File: src/rtl/awd_pkg.sv
package awd_pkg;
   localparam int FLAG_N   = 4;
   localparam int WDOG_N   = 2;

   // flag bit positions, also the clear-mask bit positions
   localparam int F_A_HI = 0;
   localparam int F_A_LO = 1;
   localparam int F_B_HI = 2;
   localparam int F_B_LO = 3;

   typedef struct packed {
      logic hi;
      logic lo;
   } win_hit_t;
endpackage

File: src/rtl/awd_chan_match.sv
module awd_chan_match #(
   parameter int CH_W = 4
) (
   input  logic            res_valid,
   input  logic [CH_W-1:0] res_chan,
   input  logic [CH_W-1:0] base_chan,
   output logic            hit_a,
   output logic            hit_b
);
   localparam logic [CH_W-1:0] TOP_CH = {CH_W{1'b1}};
   localparam logic [CH_W-1:0] ONE_CH = CH_W'(1);

   logic [CH_W-1:0] next_chan;
   logic            b_allowed;

   generate
      if (CH_W < 1) begin : g_bad_width
         $error("awd_chan_match: CH_W must be at least 1");
      end
   endgenerate

   always_comb begin
      next_chan = base_chan + ONE_CH;
      b_allowed = (base_chan != TOP_CH);
      hit_a     = res_valid && (res_chan == base_chan);
      hit_b     = res_valid && b_allowed && (res_chan == next_chan);
   end
endmodule

File: src/rtl/awd_window_cmp.sv
module awd_window_cmp
   import awd_pkg::*;
#(
   parameter int DATA_W = 10
) (
   input  logic              enable,
   input  logic [DATA_W-1:0] sample,
   input  logic [DATA_W-1:0] lim_hi,
   input  logic [DATA_W-1:0] lim_lo,
   output win_hit_t          hit
);
   generate
      if (DATA_W < 2) begin : g_bad_width
         $error("awd_window_cmp: DATA_W must be at least 2");
      end
   endgenerate

   logic above;
   logic below;

   always_comb begin
      above  = (sample > lim_hi);
      below  = (sample < lim_lo);
      hit.hi = enable && above;
      hit.lo = enable && below;
   end
endmodule

File: src/rtl/awd_flag_bank.sv
module awd_flag_bank #(
   parameter int N = 4
) (
   input  logic         clk,
   input  logic         rst_n,
   input  logic [N-1:0] set_vec,
   input  logic         clr_valid,
   input  logic [N-1:0] clr_mask,
   output logic [N-1:0] state
);
   generate
      if (N < 1) begin : g_bad_n
         $error("awd_flag_bank: N must be at least 1");
      end
   endgenerate

   genvar i;
   generate
      for (i = 0; i < N; i++) begin : g_bit
         logic kill;
         assign kill = clr_valid && clr_mask[i];
         always_ff @(posedge clk or negedge rst_n) begin
            if (!rst_n)          state[i] <= 1'b0;
            else if (set_vec[i]) state[i] <= 1'b1;   // set beats clear
            else if (kill)       state[i] <= 1'b0;
         end
      end
   endgenerate
endmodule

File: src/rtl/adc_window_watch.sv
module adc_window_watch
   import awd_pkg::*;
#(
   parameter int DATA_W = 10,
   parameter int CH_W   = 4
) (
   input  logic              clk,
   input  logic              rst_n,
   input  logic              res_valid,
   input  logic [CH_W-1:0]   res_chan,
   input  logic [DATA_W-1:0] res_data,
   input  logic [CH_W-1:0]   base_chan,
   input  logic [DATA_W-1:0] a_hi,
   input  logic [DATA_W-1:0] a_lo,
   input  logic [DATA_W-1:0] b_hi,
   input  logic [DATA_W-1:0] b_lo,
   input  logic              irq_en,
   input  logic              clr_valid,
   input  logic [FLAG_N-1:0] clr_mask,
   output logic [FLAG_N-1:0] flags,
   output logic              irq
);
   localparam int NUM_CH = 1 << CH_W;

   generate
      if (NUM_CH < 2) begin : g_bad_ch
         $error("adc_window_watch: need at least two channels");
      end
      if (FLAG_N != 2 * WDOG_N) begin : g_bad_flags
         $error("adc_window_watch: flag count must be two per watchdog");
      end
   endgenerate

   logic [WDOG_N-1:0]              hit_w;
   logic [WDOG_N-1:0][DATA_W-1:0]  lim_hi_w;
   logic [WDOG_N-1:0][DATA_W-1:0]  lim_lo_w;
   win_hit_t [WDOG_N-1:0]          win_w;
   logic [FLAG_N-1:0]              set_vec;

   assign lim_hi_w[0] = a_hi;
   assign lim_lo_w[0] = a_lo;
   assign lim_hi_w[1] = b_hi;
   assign lim_lo_w[1] = b_lo;

   awd_chan_match #(.CH_W(CH_W)) match_i (
      .res_valid (res_valid),
      .res_chan  (res_chan),
      .base_chan (base_chan),
      .hit_a     (hit_w[0]),
      .hit_b     (hit_w[1])
   );

   genvar w;
   generate
      for (w = 0; w < WDOG_N; w++) begin : g_wdog
         awd_window_cmp #(.DATA_W(DATA_W)) cmp_i (
            .enable (hit_w[w]),
            .sample (res_data),
            .lim_hi (lim_hi_w[w]),
            .lim_lo (lim_lo_w[w]),
            .hit    (win_w[w])
         );
         assign set_vec[2*w]   = win_w[w].hi;
         assign set_vec[2*w+1] = win_w[w].lo;
      end
   endgenerate

   awd_flag_bank #(.N(FLAG_N)) bank_i (
      .clk       (clk),
      .rst_n     (rst_n),
      .set_vec   (set_vec),
      .clr_valid (clr_valid),
      .clr_mask  (clr_mask),
      .state     (flags)
   );

   assign irq = irq_en && (|flags);
endmodule

File: config.mk
export PLATFORM = sky130hd
export DESIGN_NAME = adc_window_watch
export DESIGN_NICKNAME = d
export VERILOG_FILES = /design/src/rtl/awd_pkg.sv /design/src/rtl/awd_chan_match.sv /design/src/rtl/awd_window_cmp.sv /design/src/rtl/awd_flag_bank.sv /design/src/rtl/adc_window_watch.sv
export SDC_FILE = /design/constraint.sdc
export NUM_CORES = 1
export LEC_CHECK = 0
export BUFFER_PORTS_ARGS = -buffer_cell sky130_fd_sc_hd__buf_2
export CAP_MARGIN = 0
export CORE_UTILIZATION = 48
export DETAILED_ROUTE_END_ITERATION = 7
export PLACE_DENSITY = 0.93
export SYNTH_ARGS = -nofsm -noshare
export SYNTH_HDL_FRONTEND = slang
export SYNTH_HIERARCHICAL = 1
export SYNTH_SLANG_ARGS = --single-unit
File: constraint.sdc
create_clock -name clk -period 1.8 [get_ports clk]
set_input_delay 0.36 -clock clk [delete_from_list [all_inputs] [get_ports clk]]
set_output_delay 0.36 -clock clk [all_outputs]
set_load 0.01 [all_outputs]
==> results of run 1 <==
## kinds of logic (layout without fill, tap and decap cells)
| family | Yosys count | count (layout) | synth area share |
|---|---|---|---|
| compound gates | 35 | 35 | 0.1988 |
| xor+xnor | 7 | 7 | 0.04995 |
| buf+inv | 40 | 115 | 0.1223 |
| simple gates | 34 | 34 | 0.1499 |
| fa+ha+maj | 39 | 39 | 0.3976 |
| flops | 4 | 4 | 0.08155 |
## area by class of cell
type                    instances  area, µm²
clock buffers                   3      22.52
repair buffers                 72      365.4
fillers                       201      668.1
flip-flops and latches          4      100.1
well taps                      28      35.03
multi-input cells             115      977.2
inverters                      40      150.1
## cell usage after synthesis
| cell type | n | share of area |
|---|---|---|
| sky130_fd_sc_hd__a211oi_2 | 2 | 0.020 |
| sky130_fd_sc_hd__a21o_1 | 8 | 0.049 |
| sky130_fd_sc_hd__a21oi_1 | 10 | 0.041 |
| sky130_fd_sc_hd__a2bb2oi_1 | 2 | 0.014 |
| sky130_fd_sc_hd__a31oi_1 | 4 | 0.020 |
| sky130_fd_sc_hd__and4_1 | 2 | 0.014 |
| sky130_fd_sc_hd__dfrtp_1 | 4 | 0.082 |
| sky130_fd_sc_hd__ha_1 | 39 | 0.40 |
| sky130_fd_sc_hd__inv_1 | 40 | 0.12 |
| sky130_fd_sc_hd__nand2_1 | 11 | 0.034 |
| sky130_fd_sc_hd__nand2b_1 | 2 | 0.010 |
| sky130_fd_sc_hd__nand3_1 | 6 | 0.024 |
| sky130_fd_sc_hd__nand4_1 | 5 | 0.025 |
| sky130_fd_sc_hd__nand4b_1 | 2 | 0.014 |
| sky130_fd_sc_hd__nor2_1 | 2 | 0.0061 |
| sky130_fd_sc_hd__nor3_1 | 2 | 0.0082 |
| sky130_fd_sc_hd__nor3_2 | 1 | 0.0082 |
| sky130_fd_sc_hd__nor4_1 | 1 | 0.0051 |
| sky130_fd_sc_hd__o21ai_0 | 4 | 0.016 |
| sky130_fd_sc_hd__o21bai_1 | 2 | 0.012 |
| sky130_fd_sc_hd__o311a_1 | 2 | 0.016 |
| sky130_fd_sc_hd__o41a_1 | 1 | 0.0092 |
| sky130_fd_sc_hd__xnor2_1 | 2 | 0.014 |
| sky130_fd_sc_hd__xor2_1 | 5 | 0.036 |
## worst paths after layout
check                                  end  cells after the start            start  slack [ps]
max reg2reg                bank_i/state[0]                      1  bank_i/state[0]        1140
min in group asynchronous  bank_i/state[3]                      2            rst_n         460
min                        bank_i/state[3]                      3      clr_mask[3]         410
max                                    irq                      2  bank_i/state[1]         230
max in group asynchronous  bank_i/state[0]                      2            rst_n        1220
min reg2reg                bank_i/state[2]                      1  bank_i/state[2]         500
## worst max-delay path: cells and delay by family (launching register included)
kind                   cells  cell delay [ps]
buffers and inverters      1              150
flip-flops                 1              390
AO/OA/AOI/OAI              1              430
## repair_timing
action                     in CTS  in global routing
hold buffers                    1                  0
gates resized for setup         0                  0
setup endpoints to repair       0                  0
hold endpoints to repair        4                  0
## where the power goes
group	leakage [nW]	switching [mW]	total, mW	internal, mW
clock	0.0138	0.0399	0.115	0.0748
sequential	0.0550	0.00573	0.103	0.0976
combinational	1.01	0.160	0.324	0.163
## stage by stage
step	setup WS (ps)	util	hold slack (ps)	total power [mW]	cells
after floorplan	306.1	-	64.41	0.2833	159
after global placement	115.5	0.6978	170.2	0.4097	258
after detailed placement	91.88	0.6978	171.8	0.4255	258
after CTS	245.7	0.7118	407.4	0.5455	262
after global routing	199.1	0.7118	416.6	0.6039	262
final	225.1	0.7118	411.4	0.5417	262
## layout by cell type (no fill, tap or decap), types with 3 or more instances in the layout
cell type                  count
sky130_fd_sc_hd__a21o_1        8
sky130_fd_sc_hd__a21oi_1      10
sky130_fd_sc_hd__a31oi_1       4
sky130_fd_sc_hd__buf_2        71
sky130_fd_sc_hd__clkbuf_4      3
sky130_fd_sc_hd__dfrtp_1       4
sky130_fd_sc_hd__ha_1         39
sky130_fd_sc_hd__inv_1        40
sky130_fd_sc_hd__nand2_1      11
sky130_fd_sc_hd__nand3_1       6
sky130_fd_sc_hd__nand4_1       5
sky130_fd_sc_hd__o21ai_0       4
sky130_fd_sc_hd__xor2_1        5
## metal layers
metal	up-vias	wire (µm)	GRT usage
met5	-	0	0
met4	0	33	0.07018
met3	4	192	0.05797
met2	47	1491	0.4536
met1	614	1303	0.2716
li1	711	-	-
==> metrics.sh, run 1 <==
OUTCOME='complete, no violations'
WIRE_PER_INST_UM=11.53
HTREE_NUM_LEVELS=1
FINISH.INSTANCE_AREA_MM2=0.001650
DRC_ERRORS=0
SYNTHDISTINCTLIBCELLS=24
ROUTE.ANTENNA.REMAINING_NETS=0
WORSTSKEWPAIRLATENCY_PS=240
NUMCTSBUFFERS=3
GRT_ANTENNA_BEFORE_REPAIR=0
START_KIND='flip-flop'
CLK_PIN_SLEW_PS=40
MAX_CLOCK_FREQ_MHz=635.0
FIRST_PASS_GRT_WIRE_LENGTH_UM=5106
LAYOUT-AREA-OVERHEAD-VS-SYNTH_PCT=34.45
CRIT_PATH_TOP_DELAY_CELL='sky130_fd_sc_hd__o41a_1'
SYN_NETS=265
WORSTSETUPPATHTYPE='flip-flop to primary output'
GLOBAL_ROUTE_TOTAL_USAGE_ACROSS_EVERY_LAYER=0.2448
FINAL.PERIOD_UTILIZATION=0.8750
CTS.PATH.MAX_BUFFERS=2
WORSTSETUPENDPOINTTYPE='primary output'
DR.FIRST_ITER.DRC_COUNT=11
DRTPASS1ITERATIONS=4
GP_CONGESTION=0.7871
POST_DP_CELL_AREA_MM2=0.001618
FINCLKSKEW_PS=0
RSZ0062_AT_GRT='false'
NETS=342
CORE_BOX_AREA_MM2=0.002318
SYN_AREA_MM2=0.001227
DIEWIDTH_UM=52.57
SYNTHESIS.YOSYS.WARNINGS=6
SYN_AVG_CELL_AREA_UM2=7.720
FLIP_FLOP_AND_LATCH_COUNT_AFTER_SYNTHESIS=4
LAYOUT-DRIVE-GT1-SHARE=0.3291
SYNTH_CELLS=159
TOP_REGISTER='bank_i/state'
FINAL-HOLD-VIOLATION-COUNT=0
NUMCLOCKSINKS=4
CTS.ROOT.BUFFER_CELL='sky130_fd_sc_hd__clkbuf_4'
DIEHEIGHT_UM=52.57
SYNTH.YOSYS.SEQ_AREA_SHARE=0.08155
WORST-SLEW-PIN-TRANSITION_PS=352.8
FLOORPLAN.INITIALDENSITY=0.5294
MIN_PERIOD_PS=1575
GRT_START_MAX_NET_PINS=5
CTS_TREE='done'
IO_BUFFERS=71
CRIT_PATH_MAX_FANOUT=3
REL_SLEW_SLACK=0.7626
ROUTE.DETAILED.VIAS_PER_INST=5.252
WORSTHOLDPATHTYPE='primary input to flip-flop'
CP_DATA_ARRIVAL_TIME_PS=1210
P_LEAK_nW=1.076
BIGGESTREGSBYFLOPS='bank_i/state x4'
ROWS=17
WIRELENGTH_UM=3021
IR_WORST_VDD_mV=0.3252
FINAL_GLOBAL_ROUTE_OVERFLOW_TOTAL=0
VIAS_IN_THE_FIRST_GLOBAL_ROUTE=1297
IOS=72
ROUTED-VIA-COUNT=1376
CTS_SETUP_BUFFERS=0
CP_CELL_SEQUENCE='o41a_1 > buf_2'
WORST-ENDPOINT-REQUIRED_PS=1440
ANTENNA_CELLS_INSERTED=0
FP.DIEAREA_MM2=0.002764
SLEW_VIOL_FINAL=0
TOTALNEGATIVESETUPSLACK_PS=0
DRV_CAP=0
POWERDENSITY_mW_PER_MM2=328.2
HPWL_UM=2756
FLIP_FLOP_COUNT_OF_THE_LARGEST_REGISTER_AFTER_LAYOUT=4
CP_SLOWEST_STAGE_DELAY_PS=430
SETUP_VIOL_COUNT_FINAL=0
(Power assumes the default switching activity.)
==> inputs of run 2 (changes only) <==
- clock period: 1.8 -> 2 ns (I/O delays scaled with it)
==> run 2 against run 1 <==
Compared with the run above: clock-buffer cell count stayed put; highest routed layer unchanged; sequential power is 9.6% lower; sequential share of layout area stayed put; critical endpoint unchanged; non-clock buffer count stayed put; clock skew stayed put.
==> metrics.sh, run 2 (synthesis gave the netlist of run 1 again) <==
OUTCOME='complete, no violations'
FLOORPLAN.INITIALDENSITY=0.5294
CP_DATA_ARRIVAL_TIME_PS=1180
VIAS_IN_THE_FIRST_GLOBAL_ROUTE=1313
TOTALNEGATIVESETUPSLACK_PS=0
RSZ0062_AT_GRT='false'
FINAL.PERIOD_UTILIZATION=0.7895
CP_SLOWEST_STAGE_DELAY_PS=410
GLOBAL_ROUTE_TOTAL_USAGE_ACROSS_EVERY_LAYER=0.2386
FLIP_FLOP_COUNT_OF_THE_LARGEST_REGISTER_AFTER_LAYOUT=4
CRIT_PATH_MAX_FANOUT=3
ROUTE.ANTENNA.REMAINING_NETS=0
FP.DIEAREA_MM2=0.002764
SETUP_VIOL_COUNT_FINAL=0
WIRE_PER_INST_UM=11.39
LEADING_CELL_TYPES_IN_THE_LAYOUT_FILL_AND_TAPS_EXCLUDED='71 x sky130_fd_sc_hd__buf_2, 40 x sky130_fd_sc_hd__inv_1, 39 x sky130_fd_sc_hd__ha_1, 11 x sky130_fd_sc_hd__nand2_1, 10 x sky130_fd_sc_hd__a21oi_1'
HTREE_NUM_LEVELS=1
MAX_CLOCK_FREQ_MHz=633.3
POST-PLACE-CELLS=258
WORST_HOLD_PATH.ENDPOINT='bank_i/state[0]'
MIN_PERIOD_PS=1579
DIEWIDTH_UM=52.57
POWERDENSITY_mW_PER_MM2=291.6
NUMCLOCKSINKS=4
REGTOREGSETUPSLACK_PS=1330
DRC_ERRORS=0
HPWL_UM=2750
WORSTHOLDPATHTYPE='primary input to flip-flop'
TOTAL_POWER_mW=0.4812
LAYOUT-DRIVE-GT1-SHARE=0.3291
WORSTSKEWPAIRLATENCY_PS=230
REGAREA_UM2=100.1
CTS.ROOT.BUFFER_CELL='sky130_fd_sc_hd__clkbuf_4'
IR_WORST_VDD_mV=0.2908
NETS=342
SLEW_VIOL_FINAL=0
FINCLKSKEW_PS=0
ROUTE.DETAILED.VIAS_PER_INST=5.240
ROWS=17
FINAL_COMMON_CELL='sky130_fd_sc_hd__buf_2'
FINISH.INSTANCE_AREA_MM2=0.001650
P_LEAK_nW=1.076
DIEHEIGHT_UM=52.57
STDCELL_COUNT=262
RR_ENDPOINT='bank_i/state[3]'
START_KIND='flip-flop'
BIGGESTREGSBYFLOPS='bank_i/state x4'
WORST-SLEW-PIN-TRANSITION_PS=377.3
CRIT_PATH_TOP_DELAY_CELL='sky130_fd_sc_hd__o41a_1'
CP_CELL_SEQUENCE='o41a_1 > buf_2'
MULTIINPUTGATEAREA_UM2=977.2
WORSTSETUPPATHTYPE='flip-flop to primary output'
WORSTSETUPENDPOINTTYPE='primary output'
IO_BUFFERS=71
FINAL_UTIL=0.7118
NUMCTSBUFFERS=3
CTS.PATH.MAX_BUFFERS=2
CLK_PIN_SLEW_PS=40
POSTCTSRESIZEDCELLS=0
REG2REG_FROM='bank_i/state[3]'
FINAL_GLOBAL_ROUTE_OVERFLOW_TOTAL=0
REG2REG_DEPTH=1
WORST-ENDPOINT-REQUIRED_PS=1600
DRV_CAP=0
POST_DP_CELL_AREA_MM2=0.001618
FINAL-HOLD-VIOLATION-COUNT=0
ANTENNA_CELLS_INSERTED=0
WIRELENGTH_UM=2984
FILLER_CELL_COUNT=200
REL_SLEW_SLACK=0.7461
IOS=72
CTS_TREE='done'
GP_CONGESTION=0.7875
DR.FIRST_ITER.DRC_COUNT=14
CORE_BOX_AREA_MM2=0.002318
GRT_ANTENNA_BEFORE_REPAIR=0
TOP_REGISTER='bank_i/state'
GRT_START_MAX_NET_PINS=5
ROUTED-VIA-COUNT=1373
DRTPASS1ITERATIONS=3
LAYOUT-AREA-OVERHEAD-VS-SYNTH_PCT=34.45
WORSTHOLDPATHCELLS=3
CTS_HOLD_BUF=1
FIRST_PASS_GRT_WIRE_LENGTH_UM=4981
TIMING.HOLD.WORST.START='clr_mask[0]'
CTS_SETUP_BUFFERS=0
run 2: cell counts in the layout (fill, tap and decap cells not counted):
No cell type changed its count.
run 2: worst max-delay path by stage:
stage	from	to	slack, ps	depth (start not counted)
floorplan	a_hi[7]	bank_i/state[0]	470	6
global placement	base_chan[0]	bank_i/state[3]	280	8
detailed placement	res_data[7]	bank_i/state[2]	230	6
CTS	bank_i/state[1]	irq	420	2
global route	bank_i/state[1]	irq	380	2
finish	bank_i/state[1]	irq	420	2
run 2: critical path: cells and delay by family, from the launching register on:
kind	cells	cell delay, ps
flops	1	390
compound gates	1	410
buf+inv	1	140
run 2: layer usage:
layer  GRT usage  share of wire  up-vias
met3     0.03478          0.057        4
met1      0.2573           0.42      610
met2      0.4599           0.51       47
li1            -              -      712
met4     0.08333         0.0080        0
met5           0              0        -
run 2: report_power, final:
group	internal [mW]	switching (mW)
logic	0.147	0.142
registers	0.0878	0.00526
clock network	0.0671	0.0325
total	0.302	0.180
run 2: layout make-up:
class	instances	share of cell area
multi-input combinational	115	0.5921
timing repair buffer	72	0.2214
clock buffer	3	0.01365
sequential	4	0.06065
inverter	40	0.09098
tap	28	0.02123
run 2: per-stage QoR:
step | setup WS (ps) | hold slack [ps]
2_1_floorplan | 466.1 | 104.4
3_3_place_gp | 275.5 | 210.4
3_5_place_dp | 234.1 | 212.7
4_1_cts | 417.2 | 450.6
5_1_grt | 383.2 | 460.7
6_report | 421.0 | 454.8
==> inputs of run 3 (changes only) <==
- ABC_AREA: default -> 1
- CORE_UTILIZATION: 48 -> 47
- PLACE_DENSITY: 0.93 -> 0.88
- clock period: 2 -> 1.6 ns (I/O delays scaled with it)
==> run 3 against run 2 <==
Compared with the run above: the flow now finishes with violations (design-rule violations); flip-flop and latch count stayed put; global-route usage is 2.7 points lower; highest routed layer is now met3; largest power group unchanged; critical path type is now primary input to flip-flop; routed wire length up 9.5%; sequential share of layout area is 0.84 points lower; combinational power is 42% higher; critical endpoint is now bank_i/state[3].
==> metrics.sh, run 3 <==
SYN_NETS=351
SYNTH.YOSYS.SEQ_AREA_SHARE=0.06957
HTREE_NUM_LEVELS=1
WORSTSKEWPAIRLATENCY_PS=230
MAIN_SYNTH_FF_TYPE='sky130_fd_sc_hd__dfrtp_1'
SYNTHDOMINANTCELLAREASHARE=0.3391
IOS=72
FINAL-HOLD-VIOLATION-COUNT=0
IO_BUFFERS=71
MAX_CLOCK_FREQ_MHz=695.5
SETUP_VIOL_COUNT_FINAL=0
WIRELENGTH_UM=3268
REG2REG_DEPTH=2
GRT_START_MAX_NET_PINS=5
MET2_LENGTH_UM=1714
SYNTHESIS.YOSYS.WARNINGS=6
REL_SLEW_SLACK=0.8157
SYN_AVG_CELL_AREA_UM2=5.873
ROUTE.DETAILED.VIAS_PER_INST=4.597
HOLD-WORST-SLACK_PS=343.1
FINAL.PERIOD_UTILIZATION=0.8987
CTS.ROOT.BUFFER_CELL='sky130_fd_sc_hd__clkbuf_4'
NUMCLOCKSINKS=4
CP_CELL_SEQUENCE='buf_2 > ha_4 > inv_1 > nand2_1 > nand3_1 > nor2_1 > nand2_1 > nor2_2 > nand3b_1 > nor2_1 > nand2_1 > nor2_1 > inv_1 > nand2_1'
FILLER_CELL_COUNT=275
DIEHEIGHT_UM=57.33
START_KIND='primary input'
WORSTSETUPPATHTYPE='primary input to flip-flop'
GLOBAL_ROUTE_TOTAL_USAGE_ACROSS_EVERY_LAYER=0.2118
DRTPASS1ITERATIONS=6
CP_DATA_ARRIVAL_TIME_PS=1600
FAILING_CHECKS='design-rule violations'
FINAL_COMMON_CELL='sky130_fd_sc_hd__nand2_1'
ROUTED-VIA-COUNT=1632
DRV_CAP=0
SYNTH.MOST_COMMON_CELL='sky130_fd_sc_hd__nand2_1'
TOTALNEGATIVESETUPSLACK_PS=0
WORST-SLEW-PIN-TRANSITION_PS=274.4
SETUP_WS_PS=162.1
CTS_TREE='done'
SYNTHDISTINCTLIBCELLS=16
CTS.PATH.MAX_BUFFERS=2
P_LEAK_nW=1.317
LAYOUT-AREA-OVERHEAD-VS-SYNTH_PCT=33.22
ANTENNA_CELLS_INSERTED=0
LEADING_CELL_TYPES_IN_THE_LAYOUT_FILL_AND_TAPS_EXCLUDED='73 x sky130_fd_sc_hd__nand2_1, 72 x sky130_fd_sc_hd__inv_1, 70 x sky130_fd_sc_hd__buf_2, 38 x sky130_fd_sc_hd__ha_1, 13 x sky130_fd_sc_hd__nor2_1'
PATH_DELAY_FAMILY='simple AND/OR/NAND/NOR gates'
SYNTH_ENABLE_FLOP_CELLS=0
WORST_HOLD_PATH.ENDPOINT='bank_i/state[0]'
GP_CONGESTION=0.7985
DIEWIDTH_UM=57.33
CRIT_PATH_TOP_DELAY_CELL='sky130_fd_sc_hd__ha_4'
CORE_BOX_AREA_MM2=0.002829
GRT_ANTENNA_BEFORE_REPAIR=0
OUTCOME='complete, but fails checks'
MIN_PERIOD_PS=1438
WORSTHOLDPATHCELLS=4
MET3ROUTEDLENGTH_UM=171
FINCLKSKEW_PS=0
TOP_LAYER='met3'
CRITICAL_PATH_BUF_INV_COUNT=3
FINAL_UTIL=0.6776
STDCELL_COUNT=355
SYNTH_CELLS=245
BIGGESTREGSBYFLOPS='bank_i/state x4'
LAYOUT-DRIVE-GT1-SHARE=0.2778
WIRE_PER_INST_UM=9.206
TOP_REGISTER='bank_i/state'
ROUTE.ANTENNA.REMAINING_NETS=0
WORSTSETUPENDPOINTTYPE='flip-flop'
HPWL_UM=2969
RR_ENDPOINT='bank_i/state[2]'
WORST-ENDPOINT-REQUIRED_PS=1760
FIRST_PASS_GRT_WIRE_LENGTH_UM=5623
DRC_ERRORS=11
YOSYS-TOP-CELLS-COUNT='73 x sky130_fd_sc_hd__nand2_1, 72 x sky130_fd_sc_hd__inv_1, 39 x sky130_fd_sc_hd__ha_1'
VIAS_IN_THE_FIRST_GLOBAL_ROUTE=1491
SLEW_VIOL_FINAL=0
POWERDENSITY_mW_PER_MM2=337.2
FLOORPLAN.INITIALDENSITY=0.5086
CP_SLOWEST_STAGE_DELAY_PS=260
CP.DEPTH=14
CRITICAL_PATH.MOST_COMMON_CELL='sky130_fd_sc_hd__nand2_1'
CLK_PIN_SLEW_PS=40
REGTOREGSETUPSLACK_PS=970
FLIP_FLOP_AND_LATCH_COUNT_AFTER_SYNTHESIS=4
FP.DIEAREA_MM2=0.003287
FINAL_GLOBAL_ROUTE_OVERFLOW_TOTAL=0
CRIT_PATH_MAX_FANOUT=2
SYNTHARSTFLOPSHARE=1.000
REG2REG_FROM='bank_i/state[2]'
NETS=432
FLIP_FLOP_COUNT_OF_THE_LARGEST_REGISTER_AFTER_LAYOUT=4
SYN_AREA_MM2=0.001439
WORSTHOLDPATHTYPE='primary input to flip-flop'
ROWS=19
NUMCTSBUFFERS=3
DR.FIRST_ITER.DRC_COUNT=28
MET1WIRELENGTH_UM=1383
YOSYS.AREA.TOP_TYPE='sky130_fd_sc_hd__ha_1'
PLACE_WORST_SETUP_SLACK_PS=-157.7
IR_WORST_VDD_mV=0.1551
POST-PLACE-CELLS=350
SYNTH_TOP_CELLS_BY_AREA='sky130_fd_sc_hd__ha_1 34%, sky130_fd_sc_hd__nand2_1 19%, sky130_fd_sc_hd__inv_1 19%'
TIMING.HOLD.WORST.START='clr_mask[0]'
run 3: where the power goes:
group / internal [mW] / switching [mW]
Clock: 0.0836 / 0.0376
Sequential: 0.109 / 0.00544
Combinational: 0.192 / 0.218
Total: 0.385 / 0.261
run 3: layout make-up:
cell class	count	area, µm²	area share
Timing Repair Buffer	76	401.6	0.2095
Clock buffer	3	22.52	0.01175
Multi-Input combinational cell	167	1076	0.5614
Tap cell	31	38.79	0.02023
Sequential cell	4	100.1	0.05222
Inverter	74	277.8	0.1449
run 3: metrics by stage:
stage / cell area [µm²] / power, mW
final: 1917 / 0.6463
after global routing: 1917 / 0.7244
after CTS: 1888 / 0.6452
after detailed placement: 1856 / 0.5162
after global placement: 1856 / 0.5025
after floorplan: 1439 / 0.3543
run 3: worst max-delay path by stage:
stage	start	slack [ps]	to
2_1_floorplan	base_chan[0]	180	bank_i/state[3]
3_3_place_gp	base_chan[0]	-70	bank_i/state[3]
3_5_place_dp	base_chan[0]	-160	bank_i/state[3]
4_1_cts	base_chan[0]	80	bank_i/state[3]
5_1_grt	base_chan[1]	-20	bank_i/state[3]
6_report	base_chan[1]	160	bank_i/state[3]
run 3: worst min-delay path, stage by stage:
cell and delay [ps]:
sky130_fd_sc_hd__buf_2 80, sky130_fd_sc_hd__nand2_1 40, sky130_fd_sc_hd__nand2_1 50, sky130_fd_sc_hd__nand2_1 50
run 3: what timing repair did:
item	in CTS	in global routing
hold endpoints to repair	4	0
setup endpoints to repair	0	2
gates resized for setup	0	4
hold buffers	1	0
setup buffers	0	1
run 3: layer usage:
metal,vias to the layer above,GRT usage
li1,898,-
met1,692,0.2500
met2,42,0.4101
met3,0,0.02041
met4,0,0.04530
met5,-,0
run 3: cells by family (layout without fill, tap and decap cells):
group | after synthesis | after routing | synth area share
DFF | 4 | 4 | 0.06957
AOI/OAI and AO/OA | 13 | 13 | 0.05044
adders and majority gates | 39 | 39 | 0.3391
buffers and inverters | 74 | 153 | 0.1930
and+or+nand+nor | 114 | 114 | 0.3417
xor gates and xnor gates | 1 | 1 | 0.006088
